[config.mk]
export PLATFORM = sky130hd
export DESIGN_NAME = conv_mode_ctrl
export DESIGN_NICKNAME = d
export VERILOG_FILES = /design/src/rtl/cmr_pkg.sv /design/src/rtl/cmr_size_reg.sv /design/src/rtl/cmr_pix_cnt.sv /design/src/rtl/cmr_mode_ctl.sv /design/src/rtl/conv_mode_ctrl.sv
export SDC_FILE = /design/constraint.sdc
export NUM_CORES = 1
export LEC_CHECK = 0
export BUFFER_PORTS_ARGS = -buffer_cell sky130_fd_sc_hd__buf_2
export CAP_MARGIN = 40
export CORE_MARGIN = 4
export CORE_UTILIZATION = 57
export CTS_BUF_LIST = sky130_fd_sc_hd__clkbuf_8
export CTS_CLUSTER_DIAMETER = 60
export DETAILED_ROUTE_END_ITERATION = 10
export GPL_ROUTABILITY_DRIVEN = 1
export GPL_TIMING_DRIVEN = 0
export MAX_ROUTING_LAYER = met4
export PLACE_DENSITY = 0.79
export SLEW_MARGIN = 10
export SYNTH_ARGS = -nofsm -noshare
export SYNTH_HDL_FRONTEND = slang
export SYNTH_SLANG_ARGS = --single-unit
[constraint.sdc]
create_clock -name clk_i -period 4.7 [get_ports clk_i]
set_input_delay 0.94 -clock clk_i [delete_from_list [all_inputs] [get_ports clk_i]]
set_output_delay 0.94 -clock clk_i [all_outputs]
set_load 0.03 [all_outputs]
[src/rtl/cmr_pkg.sv]
package cmr_pkg;
  typedef enum logic [1:0] {
    MODE_NORMAL = 2'b00,
    MODE_YUV    = 2'b01,
    MODE_DYUV   = 2'b10,
    MODE_BAD    = 2'b11
  } mode_e;

  localparam int unsigned ADDR_W = 2;
  localparam logic [ADDR_W-1:0] ADDR_MODE  = 2'd0;
  localparam logic [ADDR_W-1:0] ADDR_XSIZE = 2'd1;
  localparam logic [ADDR_W-1:0] ADDR_YSIZE = 2'd2;
endpackage

[src/rtl/cmr_size_reg.sv]
module cmr_size_reg #(
  parameter int unsigned W = 10
) (
  input  logic         clk_i,
  input  logic         rst_ni,
  input  logic         we_i,
  input  logic [W-1:0] d_i,
  output logic [W-1:0] q_o
);
  always_ff @(posedge clk_i or negedge rst_ni) begin
    if (!rst_ni)   q_o <= '0;
    else if (we_i) q_o <= d_i;
  end
endmodule

[src/rtl/cmr_pix_cnt.sv]
// Remaining-pixel counter; deliberately unreset so a pass survives reset.
module cmr_pix_cnt #(
  parameter int unsigned CNT_W = 20
) (
  input  logic             clk_i,
  input  logic             load_i,
  input  logic [CNT_W-1:0] load_val_i,
  input  logic             dec_i,
  output logic             zero_o,
  output logic             last_o
);
  logic [CNT_W-1:0] cnt_q;

  always_ff @(posedge clk_i) begin
    if (load_i)     cnt_q <= load_val_i;
    else if (dec_i) cnt_q <= cnt_q - CNT_W'(1);
  end

  assign zero_o = (cnt_q == '0);
  assign last_o = (cnt_q == CNT_W'(1));
endmodule

[src/rtl/cmr_mode_ctl.sv]
module cmr_mode_ctl
  import cmr_pkg::*;
(
  input  logic       clk_i,
  input  logic       rst_ni,
  input  logic       wr_mode_i,
  input  logic [1:0] wmode_i,
  input  logic       pix_i,
  input  logic       cnt_zero_i,
  input  logic       cnt_last_i,
  output mode_e      mode_o,
  output logic       start_o,
  output logic       dec_o,
  output logic       done_o
);
  mode_e mode_q;
  logic  legal_wr, active, expire;

  assign legal_wr = wr_mode_i && (mode_e'(wmode_i) != MODE_BAD);
  assign active   = (mode_q != MODE_NORMAL);
  assign start_o  = legal_wr && !active && (mode_e'(wmode_i) != MODE_NORMAL);
  assign dec_o    = active && pix_i && !cnt_zero_i;
  assign expire   = active && (cnt_zero_i || (pix_i && cnt_last_i));

  // Mode bits hold through reset; a legal write outranks expiry.
  always_ff @(posedge clk_i) begin
    if (legal_wr)    mode_q <= mode_e'(wmode_i);
    else if (expire) mode_q <= MODE_NORMAL;
  end

  always_ff @(posedge clk_i or negedge rst_ni) begin
    if (!rst_ni) done_o <= 1'b0;
    else         done_o <= expire && !legal_wr;
  end

  assign mode_o = mode_q;
endmodule

[src/rtl/conv_mode_ctrl.sv]
module conv_mode_ctrl
  import cmr_pkg::*;
#(
  parameter int unsigned DATA_W = 16,
  parameter int unsigned X_W    = 10,
  parameter int unsigned Y_W    = 10
) (
  input  logic              clk_i,
  input  logic              rst_ni,
  input  logic              wr_i,
  input  logic [1:0]        addr_i,
  input  logic [DATA_W-1:0] wdata_i,
  output logic [DATA_W-1:0] rdata_o,
  input  logic              pix_i,
  output logic [1:0]        mode_o,
  output logic              conv_active_o,
  output logic              done_o,
  input  logic              fm_req_i,
  output logic              fm_grant_o
);
  localparam int unsigned CNT_W = X_W + Y_W;

  logic [X_W-1:0]   x_q;
  logic [Y_W-1:0]   y_q;
  logic [CNT_W-1:0] total;
  logic             start, dec, cnt_zero, cnt_last;
  mode_e            mode;

  cmr_size_reg #(.W(X_W)) u_xsize (
    .clk_i, .rst_ni,
    .we_i (wr_i && addr_i == ADDR_XSIZE),
    .d_i  (wdata_i[X_W-1:0]),
    .q_o  (x_q)
  );

  cmr_size_reg #(.W(Y_W)) u_ysize (
    .clk_i, .rst_ni,
    .we_i (wr_i && addr_i == ADDR_YSIZE),
    .d_i  (wdata_i[Y_W-1:0]),
    .q_o  (y_q)
  );

  assign total = CNT_W'(x_q) * CNT_W'(y_q);

  cmr_pix_cnt #(.CNT_W(CNT_W)) u_cnt (
    .clk_i,
    .load_i     (start),
    .load_val_i (total),
    .dec_i      (dec),
    .zero_o     (cnt_zero),
    .last_o     (cnt_last)
  );

  cmr_mode_ctl u_ctl (
    .clk_i, .rst_ni,
    .wr_mode_i  (wr_i && addr_i == ADDR_MODE),
    .wmode_i    (wdata_i[1:0]),
    .pix_i,
    .cnt_zero_i (cnt_zero),
    .cnt_last_i (cnt_last),
    .mode_o     (mode),
    .start_o    (start),
    .dec_o      (dec),
    .done_o
  );

  assign mode_o        = mode;
  assign conv_active_o = (mode != MODE_NORMAL);
  assign fm_grant_o    = fm_req_i && (mode == MODE_NORMAL);

  always_comb begin
    unique case (addr_i)
      ADDR_MODE:  rdata_o = {{(DATA_W-2){1'b0}}, mode};
      ADDR_XSIZE: rdata_o = {{(DATA_W-X_W){1'b0}}, x_q};
      ADDR_YSIZE: rdata_o = {{(DATA_W-Y_W){1'b0}}, y_q};
      default:    rdata_o = '0;
    endcase
  end
endmodule

; After elaboration in Yosys (flattened, before gate mapping)
; Cells that the tools add are included.
[word_totals]
rom_bits = 0
reg_bits = 43
out_inout_bits = 21
latchBits = 0
wordCells = 39
mem_count = 0
inputBits = 23
ram_bits = 0
[classes]
magnitude_cmp = 0
shift = 0
bitwise_logic = 0
reduce_logical = 23
multipliers = 1
n_div = 0
addsub = 1
mux = 5
n_eq_ne = 4
[op_table]
columns = cell, count
row1 = 20-bit 2-to-1 mux, 2
row2 = 10-bit one-hot mux with 3 select lines, 1
row3 = "20-bit by 1-bit equality test with 1-bit output, second input constant", 1
row4 = 20-bit logical NOT, 1
row5 = 10-bit by 10-bit multiplier with 20-bit output, 1
row6 = "20-bit by 1-bit subtractor with 20-bit output, second input constant", 1
row7 = 1-bit logical AND, 12
row8 = 2-bit nonzero test, 4
row9 = 2-bit logical NOT, 2
row10 = 2-bit 2-to-1 mux, 2
row11 = 1-bit logical NOT, 3
row12 = "2-bit by 1-bit equality test with 1-bit output, second input constant", 1
row13 = "2-bit equality test, second input constant", 1
row14 = "2-bit inequality test, second input constant", 1
row15 = 1-bit logical OR, 1

; Longest topological paths before layout
; Gate-level depths: netlist of the first run.
[depth]
depth_word = 6
mapped_depth = 19
depth_no_buf = 18

; By module
; A second synthesis of the first run with hierarchy kept.
[hier_totals]
cells_unflattened = 609
area_unflattened_um2 = 5818.1
[modules_own_cells]
columns = mod, n_inst, seq_area_each_um2, cells_per_inst, area_each_um2
row1 = conv_mode_ctrl, 1, 0.0, 433, 3613.5
row2 = cmr_pix_cnt, 1, 600.6, 121, 1227.4
row3 = cmr_size_reg, 2, 250.2, 21, 411.6
row4 = cmr_mode_ctl, 1, 85.1, 13, 153.9

; Worst setup path after synthesis of the first run
; Ideal clock, no wire load.
[synth_path]
path_kind = register to register
start = register u_ysize.q_o[1]
end = register u_cnt.cnt_q[19] (data pin)
arrival_time_ns = 4.961
path_buffers = 1
setup_ns = 0.271
slack_ns = -0.531
required_time_ns = 4.429
period_less_slack_ns = 5.231
path_stages_with_launch = 20
cell_sequence = dfrtp_1 clkbuf_1 nand2_1 fa_1 inv_1 fa_1 inv_1 fa_1 inv_1 fa_1 inv_1 fa_1 inv_1 ha_1 a21oi_1 o21ai_0 and2_1 a41o_1 a2111oi_0 nor3_1
[synth_between]
elab_chain_len = 2
[synth_lines]
columns = element, line
row1 = from (decl), cmr_size_reg.sv:8  ; output logic [W-1:0] q_o
row2 = from (signal assigned), cmr_size_reg.sv:12  ; else if (we_i) q_o <= d_i;
row3 = 10-bit by 10-bit multiplier with 20-bit output, conv_mode_ctrl.sv:43  ; assign total = CNT_W'(x_q) * CNT_W'(y_q);
row4 = 20-bit 2-to-1 mux, cmr_pix_cnt.sv:15  ; if (load_i) cnt_q <= load_val_i;
row5 = to (signal assigned), cmr_pix_cnt.sv:15
row6 = to (signal assigned), cmr_pix_cnt.sv:16  ; else if (dec_i) cnt_q <= cnt_q - CNT_W'(1);
row7 = to (decl), cmr_pix_cnt.sv:12  ; logic [CNT_W-1:0] cnt_q;
; Every way passes these cells.
; A chain may end at the register's enable or synchronous reset.

; Worst setup path after layout of the first run
[layout_path]
start = register u_xsize.q_o[4]
end = register u_cnt.cnt_q[18] (data pin)
[layout_between]
elab_chain_len = 2
[layout_lines]
columns = element, line
row1 = from (decl), cmr_size_reg.sv:8
row2 = from (signal assigned), cmr_size_reg.sv:12
row3 = 10-bit by 10-bit multiplier with 20-bit output, conv_mode_ctrl.sv:43
row4 = 20-bit 2-to-1 mux, cmr_pix_cnt.sv:15
; Every way passes these cells.

==> impl_results.md, run 1 <==
* Synth top area share at 0.224
* HP Class: in2async
* Post-synthesis sequential area ratio at 0.214
* Period utilization at 1.06
* Crit path to: u_cnt.cnt_q[18]$_DFFE_PP_
* Crit. Startpoint: u_xsize.q_o[4]$_DFFE_PN0P_
* CP required at around 4800 ps
* Outcome: complete, but fails checks
* Routed WL per cell at 19.0 µm
* Die Area at about 11000 µm²
* Detail Route Antenna Nets at 0
* R2R Setup Slk at -280 ps
* Final wirelength at ~15 mm
* Vias in the first global route at ~4800
* Port buffer count at 31
* Routability cong. at 0.883
* Sinks on Clock Net at between 40 and 50
* Ys async rst share at 0.488
* Initial DRC Count at 370
* Initial antenna violation count at 0
* Post-synthesis instance area at around 5600 µm²
* Netlist cell types at between 50 and 60
* Max-slew headroom at 0.378
* Global-route wire length before repair at between 20 and 25 mm
* Crit path time final at between 4000 and 5000 ps
* Clock buffer depth at 2
* YS warnings at 0
* Max-cap viol count at 0
* CTS HTree Levels at 2
* Core area at approximately 9400 µm²
* Height of the die at roughly 110 µm
* Nets at 799
* Slew Limit Fails at 0
* Die width at about 110 µm
* CTS Buf Count at 5
* Clock latency on the worst-skew pair at 320 ps
* Largest cells by area after synthesis: fa_1 22%, ha_1 13%, edfxtp_1 12%
* Largest net degree at the start of global routing at 22
* Vias at about 4700
* Failing checks: setup timing
* Initial DRT Pass Iterations at 7
* Worst setup path category: reg2reg
* Setup ws final at -275 ps
* RR Endpoint: u_cnt.cnt_q[18]$_DFFE_PP_
* CP Launch Type: register
* RSZ-0062 raised after global routing: true
* Most numerous cell in the Yosys netlist: and2_1
* Worst-path clk slew at 90 ps
* Diodes inserted at 0
* Initial Utilization at 0.592
* TritonCTS clock tree: yes
* Layout cells sized above 1 at 0.246
* Slew @ Worst Pin at 929 ps
* Worst Reg-to-Reg Cells at 17
* Syn-to-layout area delta at 21.2%
* Setup Skew at approximately 15 ps
* Most frequent cells after synthesis: 69 x and2_1, 62 x fa_1, 61 x inv_1, 61 x nand2_1, 57 x ha_1
* Area post-placement at around 6000 µm²
* Design area at between 6000 and 7000 µm²
* Total grt overflow at 0
* IO Pins at 44
* Register bit total from synthesis at 43
* Total track usage at 0.254
* Via density per instance at ~6
* Worst r2r src: u_xsize.q_o[4]$_DFFE_PN0P_
* Arrival time worst endpoint at ~5000 ps
* Dominant synthesized flop cell: edfxtp_1
* Final hold vios at 0
* Endpoints failing setup at 10
* Number of flops mapped to enable cells by yosys at 22
* Place WS at -602 ps
* Max Clock Freq at 201 MHz
* Syn_area_per_cell at approximately 9.6 µm²
* Clk Tree Root Cell: clkbuf_8
* Residual DRC count at 0
* Synth Instances at 580
* HPWL reported at the end of detailed placement at 9.69 mm
* Crit-path max FO at 8
* Num rows at 35
* Synth area leader: fa_1
* CP endpoint kind: register
## sequential cells by signal, summed over array words and instances, names as in the netlist
name / flops
u_cnt.cnt_q: 20
u_ctl.mode_o: 2
u_xsize.q_o: 10
u_ysize.q_o: 10
u_ctl.done_o: 1
## per-stage QoR
stage,hold WS [ps],instances,setup TNS (ps),util
6_report,572,787,-1410,0.718
5_1_grt,592,787,-2960,0.718
4_1_cts,548,776,-833,0.692
3_5_place_dp,503,745,-3700,0.640
3_3_place_gp,496,745,-2860,0.640
2_1_floorplan,482,585,0,-
## worst min path at each step
stage / start / end / cells past startpoint
floorplan: u_xsize.q_o[3]$_DFFE_PN0P_ / u_xsize.q_o[3]$_DFFE_PN0P_ / 1
global placement: u_xsize.q_o[4]$_DFFE_PN0P_ / u_xsize.q_o[4]$_DFFE_PN0P_ / 1
detailed placement: u_xsize.q_o[2]$_DFFE_PN0P_ / u_xsize.q_o[2]$_DFFE_PN0P_ / 1
CTS: u_xsize.q_o[6]$_DFFE_PN0P_ / u_xsize.q_o[6]$_DFFE_PN0P_ / 1
global route: rst_ni / u_ysize.q_o[3]$_DFFE_PN0P_ / 1
finish: rst_ni / u_ysize.q_o[2]$_DFFE_PN0P_ / 1
## final cells by class
type	count	area (µm²)
Inverter	62	233
Timing Repair Buffer	75	526
Fill cell	689	2640
Buffer	22	201
Sequential cell	43	1200
Clock buffer	5	68.8
Multi-Input combinational cell	448	4320
Tap cell	129	161
Clock inverter	3	17.5
## repair_timing
| action | in CTS | in global routing |
|---|---|---|
| setup endpoints to repair | 12 | 11 |
| pin swaps | 19 | 20 |
| gates cloned | 0 | 1 |
| endpoints found under the hold margin | 0 | 0 |
| setup buffers | 33 | 10 |
| hold buffers | 0 | 0 |
| resized for setup | 45 | 36 |
## critical path, cell delays in order (launching register included)
cell	delay, ps
dfrtp_1	370
clkbuf_8	180
nand2_1	80
fa_1	490
fa_1	550
inv_1	60
fa_1	490
fa_1	510
inv_1	50
fa_1	500
inv_2	50
ha_4	230
a21oi_4	160
o211ai_1	130
nand2_2	150
a211oi_2	100
or4_1	420
and3_1	190
## cells by family after synthesis
kind of cell	synth area share
buf+inv	0.0678
other cells	0.000675
mux	0.0460
fa+ha+maj	0.352
compound gates	0.0956
simple gates	0.182
xor+xnor	0.0426
flops	0.214
## routing by layer
metal | vias up | track usage | share of wire
met3 | 56 | 0.0289 | 0.062
met4 | 0 | 0.0776 | 0.038
li1 | 2071 | - | -
met5 | - | - | 0
met1 | 2327 | 0.308 | 0.39
met2 | 225 | 0.448 | 0.51
## cell usage in the layout (no fill, tap or decap), types with 7 or more instances in the layout
master	n
o21ai_1	10
ha_4	7
buf_4	42
dfrtp_1	10
buf_6	7
nand2_1	56
edfxtp_1	22
clkbuf_8	7
ha_1	48
dfrtp_2	11
and2_1	68
a22o_1	8
xor2_1	13
nand3_1	7
inv_1	58
nor2_1	27
buf_2	32
mux2_1	20
fa_1	61
a21oi_1	15
xnor2_1	10
Power of run 1 is left out: the tool's default activity adds up to more than one toggle a clock period on the data nets, which glitch-free logic cannot reach.
==> run 2: changes to the inputs <==
==> constraint.sdc (replaced) <==
create_clock -name clk_i -period 4.7 [get_ports clk_i]
set_input_delay 0.235 -clock clk_i [delete_from_list [all_inputs] [get_ports clk_i]]
set_output_delay 0.235 -clock clk_i [all_outputs]
set_load 0.03 [all_outputs]
==> impl_results.md, run 2 (same netlist as run 1, synthesis figures left out) <==
* Clk Tree Root Cell: clkbuf_8
* Residual DRC count at 0 (unchanged)
* Max-slew headroom at 0.379 (+0.00120)
* Syn-to-layout area delta at 21.4%
* Worst-path clk slew at 90 ps (about the same)
* Period utilization at 1.06 (about the same)
* Most frequent cells in the layout: 68 x and2_1, 61 x fa_1, 58 x inv_1
* Crit-path max FO at 8 (unchanged)
* Slew @ Worst Pin at 928 ps (-1.79 ps)
* Failing checks: setup timing
* Design area at 6740 µm² (+0.15%)
* Port buffer count at 31 (unchanged)
* Endpoints failing setup at 10 (unchanged)
* Diodes inserted at 0 (unchanged)
* Final Hold Slack at 144 ps (-429 ps)
* Nets at 800 (+0.13%)
* CTS Buf Count at 5 (unchanged)
* Max Clock Freq at 201 MHz (about the same)
* Height of the die at 107 µm (unchanged)
* Num rows at 35 (unchanged)
* HPWL reported at the end of detailed placement at 9.69 mm (unchanged)
* Layout cells sized above 1 at 0.246 (-0.000374)
* Setup Skew at 12.0 ps (-3.38 ps)
* Biggest regs: u_cnt.cnt_q x20, u_xsize.q_o x10, u_ysize.q_o x10
* Max-cap viol count at 0 (unchanged)
* TritonCTS clock tree: yes
* HP Class: in2reg
* CP endpoint kind: register
* Outcome: complete, but fails checks
* Largest stage delay, worst path at 550 ps (about the same)
* Most common cell after layout, fill and taps aside: and2_1
* Initial DRC Count at 355 (-4.1%)
* Die Area at 11400 µm² (unchanged)
* CTS HTree Levels at 2 (unchanged)
* Worst setup path category: reg2reg
* Setup ws final at -274 ps (+1.60 ps)
* Final hold vios at 0 (unchanged)
* Final wirelength at 14.9 mm (-0.40%)
* Initial antenna violation count at 0 (unchanged)
* Routability cong. at 0.883 (unchanged)
* Largest net degree at the start of global routing at 22 (unchanged)
* Total grt overflow at 0 (unchanged)
* Total track usage at 0.255 (about the same)
* Routed WL per cell at 18.9 µm (-0.52%)
* Clock latency on the worst-skew pair at 310 ps (about the same)
* Initial DRT Pass Iterations at 5 (-2)
* Initial Utilization at 0.592 (unchanged)
* Area post-placement at 5990 µm² (unchanged)
* Crit path time final at 4970 ps (-1.60 ps)
* Place WS at -602 ps (unchanged)
* Most frequent CP cell: fa_1
* RSZ-0062 raised after global routing: true
* Vias in the first global route at 4811 (+0.062%)
* CP cell instances: clkbuf_8, nand2_1, fa_1, fa_1, inv_1, fa_1, fa_1, inv_1, fa_1, inv_2, ha_4, a21oi_4, o211ai_1, nand2_2, a211oi_2, or4_1, and3_1
* Arrival time worst endpoint at 5030 ps (about the same)
* Max reg flops at 20 (unchanged)
* Global-route wire length before repair at 22.4 mm (about the same)
* Vias at 4675 (-0.085%)
* Core area at 9370 µm² (unchanged)
* Largest Register: u_cnt.cnt_q
* IO Pins at 44 (unchanged)
* Slowest-stage cell, CP: fa_1
* CP Launch Type: register
* Slew Limit Fails at 0 (unchanged)
* Clock buffer depth at 2 (unchanged)
* CP required at 4760 ps (about the same)
* Die width at 107 µm (unchanged)
* Via density per instance at 5.93 (-0.21%)
* Detail Route Antenna Nets at 0 (unchanged)
* Sinks on Clock Net at 43 (unchanged)
## run 2: changes by cell type in the layout (fill, tap and decap cells not counted), sizes merged
| cell | previous run | this run |
|---|---|---|
| dlygate4sd3 | 0 | 1 |
## run 2: final timing paths
path	startpoint	end	slack [ps]	cells past startpoint
min reg2reg	u_ysize.q_o[0]$_DFFE_PN0P_	u_ysize.q_o[0]$_DFFE_PN0P_	580	1
min	wdata_i[2]	u_xsize.q_o[2]$_DFFE_PN0P_	140	2
max	u_xsize.q_o[4]$_DFFE_PN0P_	u_cnt.cnt_q[18]$_DFFE_PP_	-270	17
max in group asynchronous	rst_ni	u_ysize.q_o[4]$_DFFE_PN0P_	3940	2
max reg2reg	u_xsize.q_o[4]$_DFFE_PN0P_	u_cnt.cnt_q[18]$_DFFE_PP_	-270	17
min in group asynchronous	rst_ni	u_xsize.q_o[2]$_DFFE_PN0P_	410	2
## run 2: layout make-up
type                    count  area (µm²)
fillers                   688        2630
repair buffers             76         536
plain buffers              22         201
clock inverters             3        17.5
multi-input cells         448        4320
well taps                 129         161
flip-flops and latches     43        1200
inverters                  62         233
clock buffers               5        68.8
## run 2: stage by stage
step | instances | utilization | TNS [ps]
after floorplan | 585 | - | 0
after global placement | 745 | 0.640 | -2860
after detailed placement | 745 | 0.640 | -3700
after CTS | 777 | 0.693 | -833
after global routing | 788 | 0.719 | -2960
final | 788 | 0.719 | -1450
## run 2: routing by layer
layer | routed length, µm | global-route usage
met4 | 548 | 0.0776
met3 | 972 | 0.0289
met1 | 5760 | 0.309
met5 | 0 | -
met2 | 7590 | 0.448
## run 2: what timing repair did
action / in CTS / in global routing
hold buffers: 1 / 0
gates resized for setup: 45 / 36
setup endpoints to repair: 12 / 11
pin swaps: 19 / 20
setup buffers: 33 / 10
endpoints found under the hold margin: 21 / 0
cloned: 0 / 1
## run 2: worst max-delay path, delay by kind of cell, from the launching register on
kind            cells  cell delay (ps)
fa+ha+maj           6             2770
simple gates        4              840
compound gates      3              400
flops               1              370
buf+inv             4              340
Power of run 2 is left out for the same reason.
